==> config.mk <==
export PLATFORM = sky130hd
export DESIGN_NAME = win_alarm_top
export DESIGN_NICKNAME = d
export VERILOG_FILES = /design/src/rtl/win_alarm_pkg.sv /design/src/rtl/win_compare.sv /design/src/rtl/run_counter.sv /design/src/rtl/alarm_latch.sv /design/src/rtl/win_alarm_top.sv
export SDC_FILE = /design/constraint.sdc
export NUM_CORES = 1
export LEC_CHECK = 0
export BUFFER_PORTS_ARGS = -buffer_cell sky130_fd_sc_hd__buf_2
export CAP_MARGIN = 20
export CORE_MARGIN = 8
export CORE_UTILIZATION = 47
export DETAILED_ROUTE_END_ITERATION = 16
export PLACE_DENSITY = 0.8
export SLEW_MARGIN = 30
export SYNTH_ARGS = -nofsm -noshare
export SYNTH_HDL_FRONTEND = slang
export SYNTH_SLANG_ARGS = --single-unit
==> constraint.sdc <==
create_clock -name clk -period 2.77 [get_ports clk]
set_clock_uncertainty 0.1 [all_clocks]
set_input_delay 0.4155 -clock clk [delete_from_list [all_inputs] [get_ports clk]]
set_output_delay 0.4155 -clock clk [all_outputs]
set_load 0.02 [all_outputs]
==> src/rtl/win_alarm_pkg.sv <==
package win_alarm_pkg;
  // Largest of four run lengths; sizes the run counter.
  function automatic int unsigned max_of4(input int unsigned a, input int unsigned b,
                                          input int unsigned c, input int unsigned d);
    int unsigned m;
    m = a;
    if (b > m) m = b;
    if (c > m) m = c;
    if (d > m) m = d;
    return m;
  endfunction
endpackage

==> src/rtl/win_compare.sv <==
module win_compare #(
  parameter int unsigned DATA_W = 16
) (
  input  logic [DATA_W-1:0] sample,
  input  logic [DATA_W-1:0] thr_lo,
  input  logic [DATA_W-1:0] thr_hi,
  output logic              outside
);
  // Bounds themselves are inside the window.
  always_comb outside = (sample < thr_lo) || (sample > thr_hi);
endmodule

==> src/rtl/run_counter.sv <==
module run_counter #(
  parameter int unsigned CNT_W   = 5,
  parameter int unsigned CNT_MAX = 16
) (
  input  logic             clk,
  input  logic             rst,
  input  logic             enable,
  input  logic             vld,
  input  logic             outside,
  input  logic [CNT_W-1:0] run_len,
  output logic             trig
);
  logic [CNT_W-1:0] cnt_q;
  logic [CNT_W-1:0] cnt_inc;

  always_comb begin
    cnt_inc = (cnt_q >= CNT_W'(CNT_MAX)) ? cnt_q : cnt_q + 1'b1;
    trig    = enable && vld && outside && (cnt_inc >= run_len);
  end

  always_ff @(posedge clk) begin
    if (rst || !enable) cnt_q <= '0;
    else if (vld) cnt_q <= outside ? cnt_inc : '0;
  end

  assert_disable_clears_R7: assert property (@(posedge clk) disable iff (rst)
    !enable |=> cnt_q == '0);
  assert_inside_clears_R4: assert property (@(posedge clk) disable iff (rst)
    (enable && vld && !outside) |=> cnt_q == '0);
  assert_idle_holds_R9: assert property (@(posedge clk) disable iff (rst)
    (enable && !vld) |=> $stable(cnt_q));
  assert_no_overflow_R10: assert property (@(posedge clk) disable iff (rst)
    cnt_q <= CNT_W'(CNT_MAX));
endmodule

==> src/rtl/alarm_latch.sv <==
module alarm_latch (
  input  logic clk,
  input  logic rst,
  input  logic trig,
  input  logic clear,
  output logic flag_q,
  output logic line_n_q
);
  always_ff @(posedge clk) begin
    if (rst) begin
      flag_q   <= 1'b0;
      line_n_q <= 1'b1;
    end else if (trig) begin
      flag_q   <= 1'b1;
      line_n_q <= 1'b0;
    end else if (clear) begin
      flag_q   <= 1'b0;
      line_n_q <= 1'b1;
    end
  end

  assert_line_tracks_flag_R5: assert property (@(posedge clk) disable iff (rst)
    line_n_q == !flag_q);
  assert_trig_wins_R8: assert property (@(posedge clk) disable iff (rst)
    trig |=> flag_q);
  assert_clear_drops_R6: assert property (@(posedge clk) disable iff (rst)
    (clear && !trig) |=> !flag_q);
  assert_sticky_R6: assert property (@(posedge clk) disable iff (rst)
    (flag_q && !clear) |=> flag_q);
endmodule

==> src/rtl/win_alarm_top.sv <==
module win_alarm_top #(
  parameter int unsigned DATA_W = 16,
  parameter int unsigned LEN0   = 1,
  parameter int unsigned LEN1   = 4,
  parameter int unsigned LEN2   = 8,
  parameter int unsigned LEN3   = 16
) (
  input  logic              clk,
  input  logic              rst,
  input  logic              enable_i,
  input  logic [DATA_W-1:0] sample_i,
  input  logic              sample_vld_i,
  input  logic [DATA_W-1:0] thr_lo_i,
  input  logic [DATA_W-1:0] thr_hi_i,
  input  logic [1:0]        persist_sel_i,
  input  logic              clear_i,
  output logic              alarm_flag_o,
  output logic              alarm_n_o
);
  import win_alarm_pkg::*;

  localparam int unsigned CNT_MAX = max_of4(LEN0, LEN1, LEN2, LEN3);
  localparam int unsigned CNT_W   = $clog2(CNT_MAX + 1);
  localparam int unsigned LENS [4] = '{LEN0, LEN1, LEN2, LEN3};

  logic [CNT_W-1:0] len_tab [4];
  logic [CNT_W-1:0] run_len;
  logic             outside;
  logic             trig;

  for (genvar g = 0; g < 4; g++) begin : g_len
    assign len_tab[g] = CNT_W'(LENS[g]);
  end

  assign run_len = len_tab[persist_sel_i];

  win_compare #(.DATA_W(DATA_W)) cmp_i (
    .sample (sample_i),
    .thr_lo (thr_lo_i),
    .thr_hi (thr_hi_i),
    .outside(outside)
  );

  run_counter #(.CNT_W(CNT_W), .CNT_MAX(CNT_MAX)) cnt_i (
    .clk    (clk),
    .rst    (rst),
    .enable (enable_i),
    .vld    (sample_vld_i),
    .outside(outside),
    .run_len(run_len),
    .trig   (trig)
  );

  alarm_latch latch_i (
    .clk     (clk),
    .rst     (rst),
    .trig    (trig),
    .clear   (clear_i),
    .flag_q  (alarm_flag_o),
    .line_n_q(alarm_n_o)
  );

  assert_no_trig_disabled_R7: assert property (@(posedge clk) disable iff (rst)
    (!enable_i && !alarm_flag_o && !clear_i) |=> !alarm_flag_o);
  assert_bound_inside_R2: assert property (@(posedge clk) disable iff (rst)
    (sample_vld_i && (sample_i == thr_lo_i || sample_i == thr_hi_i) && !alarm_flag_o)
      |=> !alarm_flag_o);
endmodule

==> run metrics <==
status=finished clean; CP peak stage delay=0.41 ns; crit path DAT=2.28 ns; synth unique cells=33; syn nets=254; internal power=242.6 uW; Die ar.=4593 um^2; num rows=18; post-cts sizing count=0; Max stage delay cell, worst path=or3_1; initial antenna violation count=0; xor/xnor share of the synthesized area=0.02085; width of the die=67.78 um; required time of the worst setup path=2.87 ns; sequential element share of the synthesized area=0.1112; post-route ant nets=0; Detailed Routing Iterations Pass 1=4; cts-stage hold buffer count=0; fraction of layout cells with a size suffix above 1=0.2877; Worst VDD drop=0.2030 mV; maximum clock insertion buffer count=2; largest net degree at the start of global routing=12; final setup fails=0; largest family of logic cells by synthesized area=adder cells; placer congestion estimate=0.7824; P_sw=125.3 uW; Avg WL per Cell=11.86 um; CP Launch Type=input pin; CP Max Fanout=7; CTS root buffer=clkbuf_4; syn_area_per_cell=7.778 um^2; worst slack at placement=0.3254 ns; Worst Reg-to-Reg Cells=8; DP Area=1567 um^2; Starting Density=0.5040; commonest non-fill, non-tap cell in the layout=buf_2; compound-cell area share of the yosys netlist=0.2175; # IOs=57; Fin. Hold Viols=0; All-Layer GR Usage=0.1282; Port-buffer cells=56; number of vias per cell=5.217; Worst-Skew Late Latency=0.26 ns; CTS sink count=7; DRC=0; Max-Cap Viols=0; total routed wirelength=2953 um; first-pass GRT wire length=4788 um; post-synthesis adder-cell area fraction=0.3674; minimum clock period after layout=2.176 ns; Final period util=0.7854; final-report max-slew violation count=0; RSZ-0062 raised after global routing=no; Setup TNS Final=0 ns; proportion of power drawn by the clock network=0.261; Post-Synth Simple-Gate Area=0.1678; setup ws final=0.5944 ns; core area=2500 um^2; layout overhead on the synthesized area=26.42%; slew margin rel.=0.6428; WP depth=8; maximum level of the CTS H-tree=1; WP buf/inv=1; Yosys reg bits=7; logic gate share of total power=0.452; Switching Fraction=0.3406; post-synthesis cell count=162; total global routing overflow=0; final core utilization=0.6371; total of warnings raised by yosys=0; Post-Syn Area=1260 um^2; drt first-iter violations=30; die height=67.78 um; delay-heaviest family, CP=compound AO/OA/AOI/OAI gates; achievable clock frequency=459.6 MHz; Crit. End Element=flop; vias in the first global route=1249; Slew @ Worst Pin=0.5347 ns; CTS buffer count=3; Reg power frac=0.286; most frequent cells in the layout=56 x buf_2, 37 x ha_1, 33 x inv_1; Leakage=0.0009158 uW; Final Instance Area=1593 um^2; min-delay worst type=input pin to flop; CP Cell Sequence=buf_2, ha_1, a21oi_1, o21ai_0, a221o_1, or3_1, a32oi_4, o32a_2; TritonCTS clock tree=built; Clock transition at path regs=0.05 ns; postcts setup bufs=0; Worst Path Class, Setup=input pin to flop; Power per Cell Area=231.0 nW/um^2; Worst Hold Depth=2; nets=312; ANT cells=0; hpwl dp=2627 um; DR vias=1299; mux cell area share after synthesis=0.007944
## synthesized netlist by cell type
cell type | count | share of area
ha_1 | 37 | 0.37
inv_1 | 33 | 0.098
a21oi_1 | 14 | 0.056
nand2_1 | 10 | 0.030
dfxtp_1 | 7 | 0.11
nand4_1 | 7 | 0.035
o21ai_0 | 7 | 0.028
a21o_1 | 5 | 0.030
nand3_1 | 5 | 0.020
nand2b_1 | 4 | 0.020
nand3b_1 | 3 | 0.018
nor2_1 | 3 | 0.0089
nor2b_1 | 3 | 0.015
o211ai_1 | 3 | 0.018
clkbuf_1 | 2 | 0.0060
xnor2_1 | 2 | 0.014
a2111oi_0 | 1 | 0.0070
a211o_1 | 1 | 0.0070
a21oi_2 | 1 | 0.0070
a221o_1 | 1 | 0.0079
a221oi_1 | 1 | 0.0070
a31o_2 | 1 | 0.0070
a32oi_4 | 1 | 0.022
buf_1 | 1 | 0.0030
mux2i_1 | 1 | 0.0079
nand4b_1 | 1 | 0.0070
nor3_1 | 1 | 0.0040
o2111ai_1 | 1 | 0.0070
o21bai_1 | 1 | 0.0060
o32a_2 | 1 | 0.0089
or3_1 | 1 | 0.0050
or4_1 | 1 | 0.0060
xor2_1 | 1 | 0.0070
## through the flow
stage / cells / power [uW] / hold slack (ns)
after detailed placement: 245 / 273.9 / 0.3468
after CTS: 249 / 372.0 / 0.3019
after floorplan: 162 / 208.4 / 0.3881
after global routing: 249 / 405.7 / 0.3076
final: 249 / 367.9 / 0.3120
after global placement: 245 / 270.1 / 0.3533
## cells by family after synthesis
logic type               count (synthesis)
AO/OA/AOI/OAI                           39
AND/OR/NAND/NOR                         39
adder cells (fa/ha/maj)                 37
buffers and inverters                   36
flip-flops                               7
XOR/XNOR                                 3
multiplexers                             1
## flip-flops by register name (all words and copies together) (netlist names)
name,cells
cnt_i.cnt_q,5
latch_i.flag_q,1
latch_i.line_n_q,1
## area by class of cell
class / instances / area, um^2
tap: 30 / 37.54
inverter: 33 / 123.9
sequential: 7 / 140.1
timing repair buffer: 56 / 280.3
fill: 240 / 907.1
clock buffer: 4 / 26.28
multi-input combinational: 119 / 984.7
## path summary, 6_finish.rpt
check        slack (ns)                             to                         from
min                0.31  latch_i.line_n_q$_SDFFE_PP1P_                      clear_i
max reg2reg        0.71  latch_i.line_n_q$_SDFFE_PP1P_  cnt_i.cnt_q[0]$_SDFFE_PP0P_
max                0.59  latch_i.line_n_q$_SDFFE_PP1P_                  sample_i[7]
min reg2reg        0.37    latch_i.flag_q$_SDFFE_PP0P_  latch_i.flag_q$_SDFFE_PP0P_
## layer usage
metal / part of all wire / track usage / up-vias
met2: 0.47 / 0.2343 / 34
met3: 0.086 / 0.02980 / 3
met1: 0.44 / 0.1462 / 575
met4: 0.0047 / 0.03069 / 0
li1: - / - / 687
met5: 0 / 0 / -
## power groups by stage
stage	clock, uW	sequential (uW)	combinational (uW)
6_report	96.2	105	166
4_1_cts	99.3	105	168
3_5_place_dp	0	107	167
5_1_grt	108	105	192
2_1_floorplan	0	108	100
3_3_place_gp	0	107	163
Power figures use the tool's default switching activity.
